`config.mk`:
```
export PLATFORM = sky130hd
export DESIGN_NAME = dds_trig_clk
export DESIGN_NICKNAME = d
export VERILOG_FILES = /design/src/rtl/dds_trig_pkg.sv /design/src/rtl/trig_cfg_ctrl.sv /design/src/rtl/trig_oct_div.sv /design/src/rtl/trig_phase_path.sv /design/src/rtl/dds_trig_clk.sv
export SDC_FILE = /design/constraint.sdc
export NUM_CORES = 1
export LEC_CHECK = 0
export BUFFER_PORTS_ARGS = -buffer_cell sky130_fd_sc_hd__buf_2
export CORE_MARGIN = 4
export CORE_UTILIZATION = 41
export CTS_BUF_LIST = sky130_fd_sc_hd__clkbuf_2 sky130_fd_sc_hd__clkbuf_4 sky130_fd_sc_hd__clkbuf_8
export CTS_CLUSTER_SIZE = 40
export DETAILED_ROUTE_END_ITERATION = 12
export GPL_ROUTABILITY_DRIVEN = 0
export REMOVE_ABC_BUFFERS = 1
export SETUP_SLACK_MARGIN = 0.1
export SYNTH_ARGS = -nofsm -noshare
export SYNTH_HDL_FRONTEND = slang
export SYNTH_SLANG_ARGS = --single-unit
```
`constraint.sdc`:
```
create_clock -name clk -period 13.7 [get_ports clk]
set_input_delay 2.055 -clock clk [delete_from_list [all_inputs] [get_ports clk]]
set_output_delay 2.055 -clock clk [all_outputs]
set_load 0.01 [all_outputs]
```
`src/rtl/dds_trig_pkg.sv`:
```
package dds_trig_pkg;

  // Strobes the configuration control hands to the datapath.
  typedef struct packed {
    logic commit;   // working registers take the next setting at this edge
  } cfgStrb_t;

endpackage

```
`src/rtl/trig_cfg_ctrl.sv`:
```
module trig_cfg_ctrl
  import dds_trig_pkg::*;
#(
  parameter int INC_W = 48,
  parameter int EXP_W = 5
) (
  input  logic             clk,
  input  logic             rstN,
  input  logic [INC_W-1:0] freqWord,
  input  logic [EXP_W-1:0] divExp,
  input  logic             wrStb,
  input  logic             updCue,
  output cfgStrb_t         strb,
  output logic [INC_W-1:0] curInc,
  output logic [EXP_W-1:0] curExp,
  output logic [EXP_W-1:0] nextExp
);

  logic [INC_W-1:0] holdInc;
  logic [EXP_W-1:0] holdExp;
  logic [INC_W-1:0] nextInc;

  // Same-cycle write and cue: the incoming values win over the held ones.
  always_comb begin
    nextInc = wrStb ? freqWord : holdInc;
    nextExp = wrStb ? divExp   : holdExp;
  end

  always_ff @(posedge clk) begin
    if (!rstN) begin
      holdInc <= '0;
      holdExp <= '0;
    end else if (wrStb) begin
      holdInc <= freqWord;
      holdExp <= divExp;
    end
  end

  always_ff @(posedge clk) begin
    if (!rstN) begin
      curInc <= '0;
      curExp <= '0;
    end else if (updCue) begin
      curInc <= nextInc;
      curExp <= nextExp;
    end
  end

  always_comb strb.commit = updCue;

  // without a cue the working setting never moves
  p_hold_active_r3: assert property (@(posedge clk) disable iff (!rstN)
    !updCue |=> ($stable(curInc) && $stable(curExp)));

  // write and cue together commit the port values of that cycle
  p_bypass_commit_r4: assert property (@(posedge clk) disable iff (!rstN)
    (wrStb && updCue) |=> (curInc == $past(freqWord) && curExp == $past(divExp)));

endmodule

```
`src/rtl/trig_oct_div.sv`:
```
module trig_oct_div #(
  parameter int EXP_W = 5
) (
  input  logic             clk,
  input  logic             rstN,
  input  logic             tick,
  input  logic             commit,
  input  logic [EXP_W-1:0] curExp,
  input  logic [EXP_W-1:0] nextExp,
  output logic             fire
);

  localparam int MAX_EXP = (1 << EXP_W) - 1;
  localparam int CNT_W   = MAX_EXP + 1;

  logic [CNT_W-1:0] wrapCnt;
  logic [CNT_W-1:0] cntNext;
  logic [CNT_W-1:0] termVal;
  logic [EXP_W-1:0] effExp;

  // On the commit edge the new exponent is judged against the kept count.
  always_comb begin
    effExp  = commit ? nextExp : curExp;
    termVal = CNT_W'(1) << effExp;
    cntNext = wrapCnt + CNT_W'(tick);
    fire    = (cntNext >= termVal);
  end

  always_ff @(posedge clk) begin
    if (!rstN)     wrapCnt <= '0;
    else if (fire) wrapCnt <= '0;
    else           wrapCnt <= cntNext;
  end

  // the kept count never rests at or beyond the working terminal count
  p_cnt_in_range_r8: assert property (@(posedge clk) disable iff (!rstN)
    wrapCnt < (CNT_W'(1) << curExp));

endmodule

```
`src/rtl/trig_phase_path.sv`:
```
module trig_phase_path
  import dds_trig_pkg::*;
#(
  parameter int ACC_W = 48,
  parameter int EXP_W = 5
) (
  input  logic             clk,
  input  logic             rstN,
  input  cfgStrb_t         strb,
  input  logic [ACC_W-1:0] curInc,
  input  logic [EXP_W-1:0] curExp,
  input  logic [EXP_W-1:0] nextExp,
  output logic             trigOut
);

  logic [ACC_W-1:0] phaseAcc;
  logic [ACC_W:0]   sumWide;
  logic             wrapTick;
  logic             divFire;

  always_comb begin
    sumWide  = {1'b0, phaseAcc} + {1'b0, curInc};
    wrapTick = sumWide[ACC_W];
  end

  // Phase runs on through every commit; only reset clears it.
  always_ff @(posedge clk) begin
    if (!rstN) phaseAcc <= '0;
    else       phaseAcc <= sumWide[ACC_W-1:0];
  end

  trig_oct_div #(.EXP_W(EXP_W)) u_div (
    .clk     (clk),
    .rstN    (rstN),
    .tick    (wrapTick),
    .commit  (strb.commit),
    .curExp  (curExp),
    .nextExp (nextExp),
    .fire    (divFire)
  );

  always_ff @(posedge clk) begin
    if (!rstN) trigOut <= 1'b0;
    else       trigOut <= divFire;
  end

  // a pulse follows only a wrap or a commit of the previous cycle
  p_pulse_src_r6: assert property (@(posedge clk) disable iff (!rstN)
    trigOut |-> $past(wrapTick || strb.commit));

  // a zero increment with no commit yields no pulse
  p_zero_inc_quiet_r1: assert property (@(posedge clk) disable iff (!rstN)
    (curInc == '0 && !strb.commit) |=> !trigOut);

endmodule

```
`src/rtl/dds_trig_clk.sv`:
```
module dds_trig_clk
  import dds_trig_pkg::*;
#(
  parameter int ACC_W = 48,
  parameter int EXP_W = 5
) (
  input  logic             clk,
  input  logic             rstN,
  input  logic [ACC_W-1:0] freqWord,
  input  logic [EXP_W-1:0] divExp,
  input  logic             wrStb,
  input  logic             updCue,
  output logic             trigOut
);

  cfgStrb_t         strb;
  logic [ACC_W-1:0] curInc;
  logic [EXP_W-1:0] curExp;
  logic [EXP_W-1:0] nextExp;

  trig_cfg_ctrl #(.INC_W(ACC_W), .EXP_W(EXP_W)) u_ctrl (
    .clk      (clk),
    .rstN     (rstN),
    .freqWord (freqWord),
    .divExp   (divExp),
    .wrStb    (wrStb),
    .updCue   (updCue),
    .strb     (strb),
    .curInc   (curInc),
    .curExp   (curExp),
    .nextExp  (nextExp)
  );

  trig_phase_path #(.ACC_W(ACC_W), .EXP_W(EXP_W)) u_path (
    .clk     (clk),
    .rstN    (rstN),
    .strb    (strb),
    .curInc  (curInc),
    .curExp  (curExp),
    .nextExp (nextExp),
    .trigOut (trigOut)
  );

endmodule

```
==> flow_metrics.py <==
metrics = {
    "status": {
        "status": "complete, no violations",
    },
    "synth": {
        "synth.cell_area_um2": 9780,
        "synthFlopType": "dfxtp_1",
        "synth_area_leaders": "dfxtp_1 (38%), ha_1 (10%), nor2_1 (7.7%)",
        "yosysWarnings": 0,
        "synth_edf_count": 0,
        "synthArstFlopShare_pct": 0,
        "syn-instance-count": 1137,
        "avgSynthCellArea_um2": 8.60,
        "seq_area_frac_synth_pct": 38.3,
        "ys_ff_latch": 187,
        "synth.top_cell.area_share_pct": 38.3,
        "yosysTopAreaCell": "dfxtp_1",
        "synth_cell_types": 63,
    },
    "timing": {
        "min_period_ns": 5.91,
        "hold_viol": 0,
        "fmax_mhz": 169,
        "rsz0062_at_grt": "no",
        "slew_viol_final": 0,
        "fin_setup_tns_ns": 0,
        "finalCritPeriodShare_pct": 43.1,
        "setup_violations": 0,
        "max_slew_margin_pct": 36.5,
        "finClkSkew_ns": 0.0125,
        "tightest_slew_ns": 0.953,
    },
    "detailed_routing": {
        "wirelength_um": 20100,
        "route.vias.total": 7680,
        "route.detailed.drc": 0,
        "firstDrtPassIters": 5,
        "drt_iter0_drc": 400,
        "routed_via_density": 5.14,
        "drtAntennaViolNets": 0,
        "post_drt_wl_per_cell_um": 13.5,
    },
    "floorplan": {
        "core_area_um2": 23500,
        "std_cell_rows": 56,
        "die-area_um2": 26400,
        "chipWidth_um": 162,
        "start_util_pct": 41.7,
        "dieHeight_um": 162,
        "ios": 58,
    },
    "clocking": {
        "holdBufCountCts": 0,
        "cts_inserted_buffers": 17,
        "path_clk_slew_ns": 0.09,
        "postCtsSetupRepairBufs": 0,
        "cts_resized": 0,
        "cts.sinks": 187,
        "clk_latency_ns": 0.45,
        "root_buffer": "clkbuf_8",
        "cts_tree": "built",
        "cts_htree_levels": 4,
        "clock_path_buffers": 2,
    },
    "grt": {
        "grt_overflow": 0,
        "grt_pass1_vias": 7315,
        "grt_pass1_wl_um": 34500,
        "grt_max_degree": 97,
        "grt_use_total_pct": 15.6,
        "antenna_found_initial": 1,
    },
    "worst_setup_path": {
        "critPathLaunch": "u_ctrl.curInc[0]$_SDFFE_PN0P_",
        "r2r_start": "u_ctrl.curInc[0]$_SDFFE_PN0P_",
        "cp_max_fo": 32,
        "cpMaxStageDelayCell": "a211oi_1",
        "critPathMaxStageDelay_ns": 0.43,
        "required_ns": 14.03,
        "crit_type": "flip-flop to flip-flop",
        "endpoint_kind": "flip-flop",
        "start_kind": "flip-flop",
        "r2r-end": "u_path.u_div.wrapCnt[9]$_SDFF_PP0_",
        "rr_worst_depth": 27,
        "r2r_slack_ns": 7.79,
        "worstPathArrival_ns": 6.23,
    },
    "min_path": {
        "whs_endpoint": "u_ctrl.holdInc[29]$_SDFF_PN0_",
        "holdCritPathClass": "flip-flop to flip-flop",
        "min_from": "u_ctrl.holdInc[29]$_SDFF_PN0_",
        "hold_depth": 2,
    },
    "cells_and_area": {
        "utilization_pct": 45.4,
        "n_antenna_cell": 0,
        "drive_above_1_share_pct": 9.45,
        "fin_nets": 1302,
        "stdcell_count": 1494,
        "area_delta_synth_final_pct": 8.85,
    },
    "power_and_ir_drop": {
        "power.density_nw_per_um2": 114,
        "power.leakage_nw": 4.65,
        "peakVddDrop_mv": 0.0498,
    },
    "placed_design": {
        "place.port_buffers": 57,
        "dpl.cell_count": 1462,
        "dp_hpwl_um": 14600,
    },
    "job": {
        "cap_viol_max_count": 0,
    },
}
power breakdown:
part / internal [W] / leakage (nW) / switching [W]
Sequential: 0.000588 / 1.54 / 0.0000156
Clock: 0.000152 / 0.186 / 0.000198
Combinational: 0.000102 / 2.92 / 0.000157
Total: 0.000842 / 4.65 / 0.000371
cells in the mapped netlist, drive strengths merged (3+ instances only):
library cell  instances
nor2                202
dfxtp               187
nand2                94
ha                   82
mux2i                59
a21oi                56
a211oi               52
clkbuf               42
o21ai                42
nor2b                39
xnor2                32
xor2                 32
a21o                 29
nand4                25
inv                  21
nand3                19
nor3                 17
buf                  12
and2                 11
and3                 10
o21a                  8
nand2b                7
a31oi                 6
a41oi                 6
a221oi                4
a311oi                4
a21boi                3
o21bai                3
o221ai                3
or2                   3
or3                   3
metal layers:
layer | wire length, um | vias to the layer above | global-route usage [%]
met5 | 7 | - | 0
met4 | 173 | 2 | 3.77
met3 | 595 | 14 | 3.16
met2 | 9210 | 93 | 25.2
met1 | 10200 | 3511 | 21.5
li1 | - | 4060 | -
registers in the layout (all words and copies together), names as in the netlist:
register	cells
u_ctrl.holdInc	48
u_path.phaseAcc	48
u_ctrl.curInc	48
u_path.trigOut	1
u_ctrl.holdExp	5
u_ctrl.curExp	5
u_path.u_div.wrapCnt	32
cells by family after synthesis:
kind of cell,Yosys count,synth area share [%]
and+or+nand+nor,434,19.8
AOI/OAI and AO/OA,235,16.4
DFF,187,38.3
adders and majority gates,83,10.7
buffers and inverters,75,3.06
xor gates and xnor gates,64,5.73
muxes,59,6.04
layout make-up:
class,instances,area (um^2)
Sequential cell,187,3740
Fill cell,2334,12800
Multi-Input combinational cell,875,5740
Tap cell,319,399
Timing Repair Buffer,60,313
Clock inverter,13,116
Inverter,21,81.3
Clock buffer,19,255
worst max-delay path by stage:
stage	to	cells after the start
floorplan	u_path.u_div.wrapCnt[10]$_SDFF_PP0_	26
global placement	u_path.u_div.wrapCnt[30]$_SDFF_PP0_	27
detailed placement	u_path.u_div.wrapCnt[9]$_SDFF_PP0_	26
CTS	u_path.u_div.wrapCnt[9]$_SDFF_PP0_	27
global route	u_path.u_div.wrapCnt[31]$_SDFF_PP0_	26
finish	u_path.u_div.wrapCnt[9]$_SDFF_PP0_	27
critical path: cells and delay by family (launching register included):
kind | cells | cell delay, ns
xor gates and xnor gates | 1 | 0.12
and+or+nand+nor | 12 | 1.83
adders and majority gates | 5 | 1.13
buffers and inverters | 1 | 0.33
DFF | 1 | 0.35
AOI/OAI and AO/OA | 8 | 1.98
cells in the final DEF (no fill, tap or decap), types with 3 or more instances in the layout:
cell / count
a211oi_1: 52
a21o_1: 27
a21oi_1: 56
a311oi_1: 3
a31oi_1: 6
a41oi_1: 6
and2_1: 10
and3_1: 9
buf_2: 55
buf_4: 5
clkbuf_8: 18
clkinv_2: 4
clkinvlp_4: 3
dfxtp_1: 187
ha_1: 82
inv_1: 20
inv_6: 4
mux2i_1: 59
nand2_1: 94
nand2b_1: 7
nand3_1: 19
nand4_1: 25
nor2_1: 201
nor2b_1: 39
nor3_1: 17
o21a_1: 8
o21ai_0: 40
o21bai_1: 3
o221ai_1: 3
or2_2: 3
or3_1: 3
xnor2_1: 32
xor2_1: 32
per-stage QoR:
stage | hold WS, ns | total power [W] | cell area, um^2 | setup WS, ns
final | 0.496 | 0.00121 | 10600 | 7.79
after global placement | 0.474 | 0.000872 | 10300 | 7.83
after CTS | 0.500 | 0.00123 | 10600 | 7.79
after global routing | 0.512 | 0.00129 | 10600 | 7.08
after detailed placement | 0.480 | 0.000876 | 10300 | 7.84
after floorplan | 0.456 | 0.000807 | 9560 | 8.28
No activity file was read; power rests on OpenSTA's default activity.
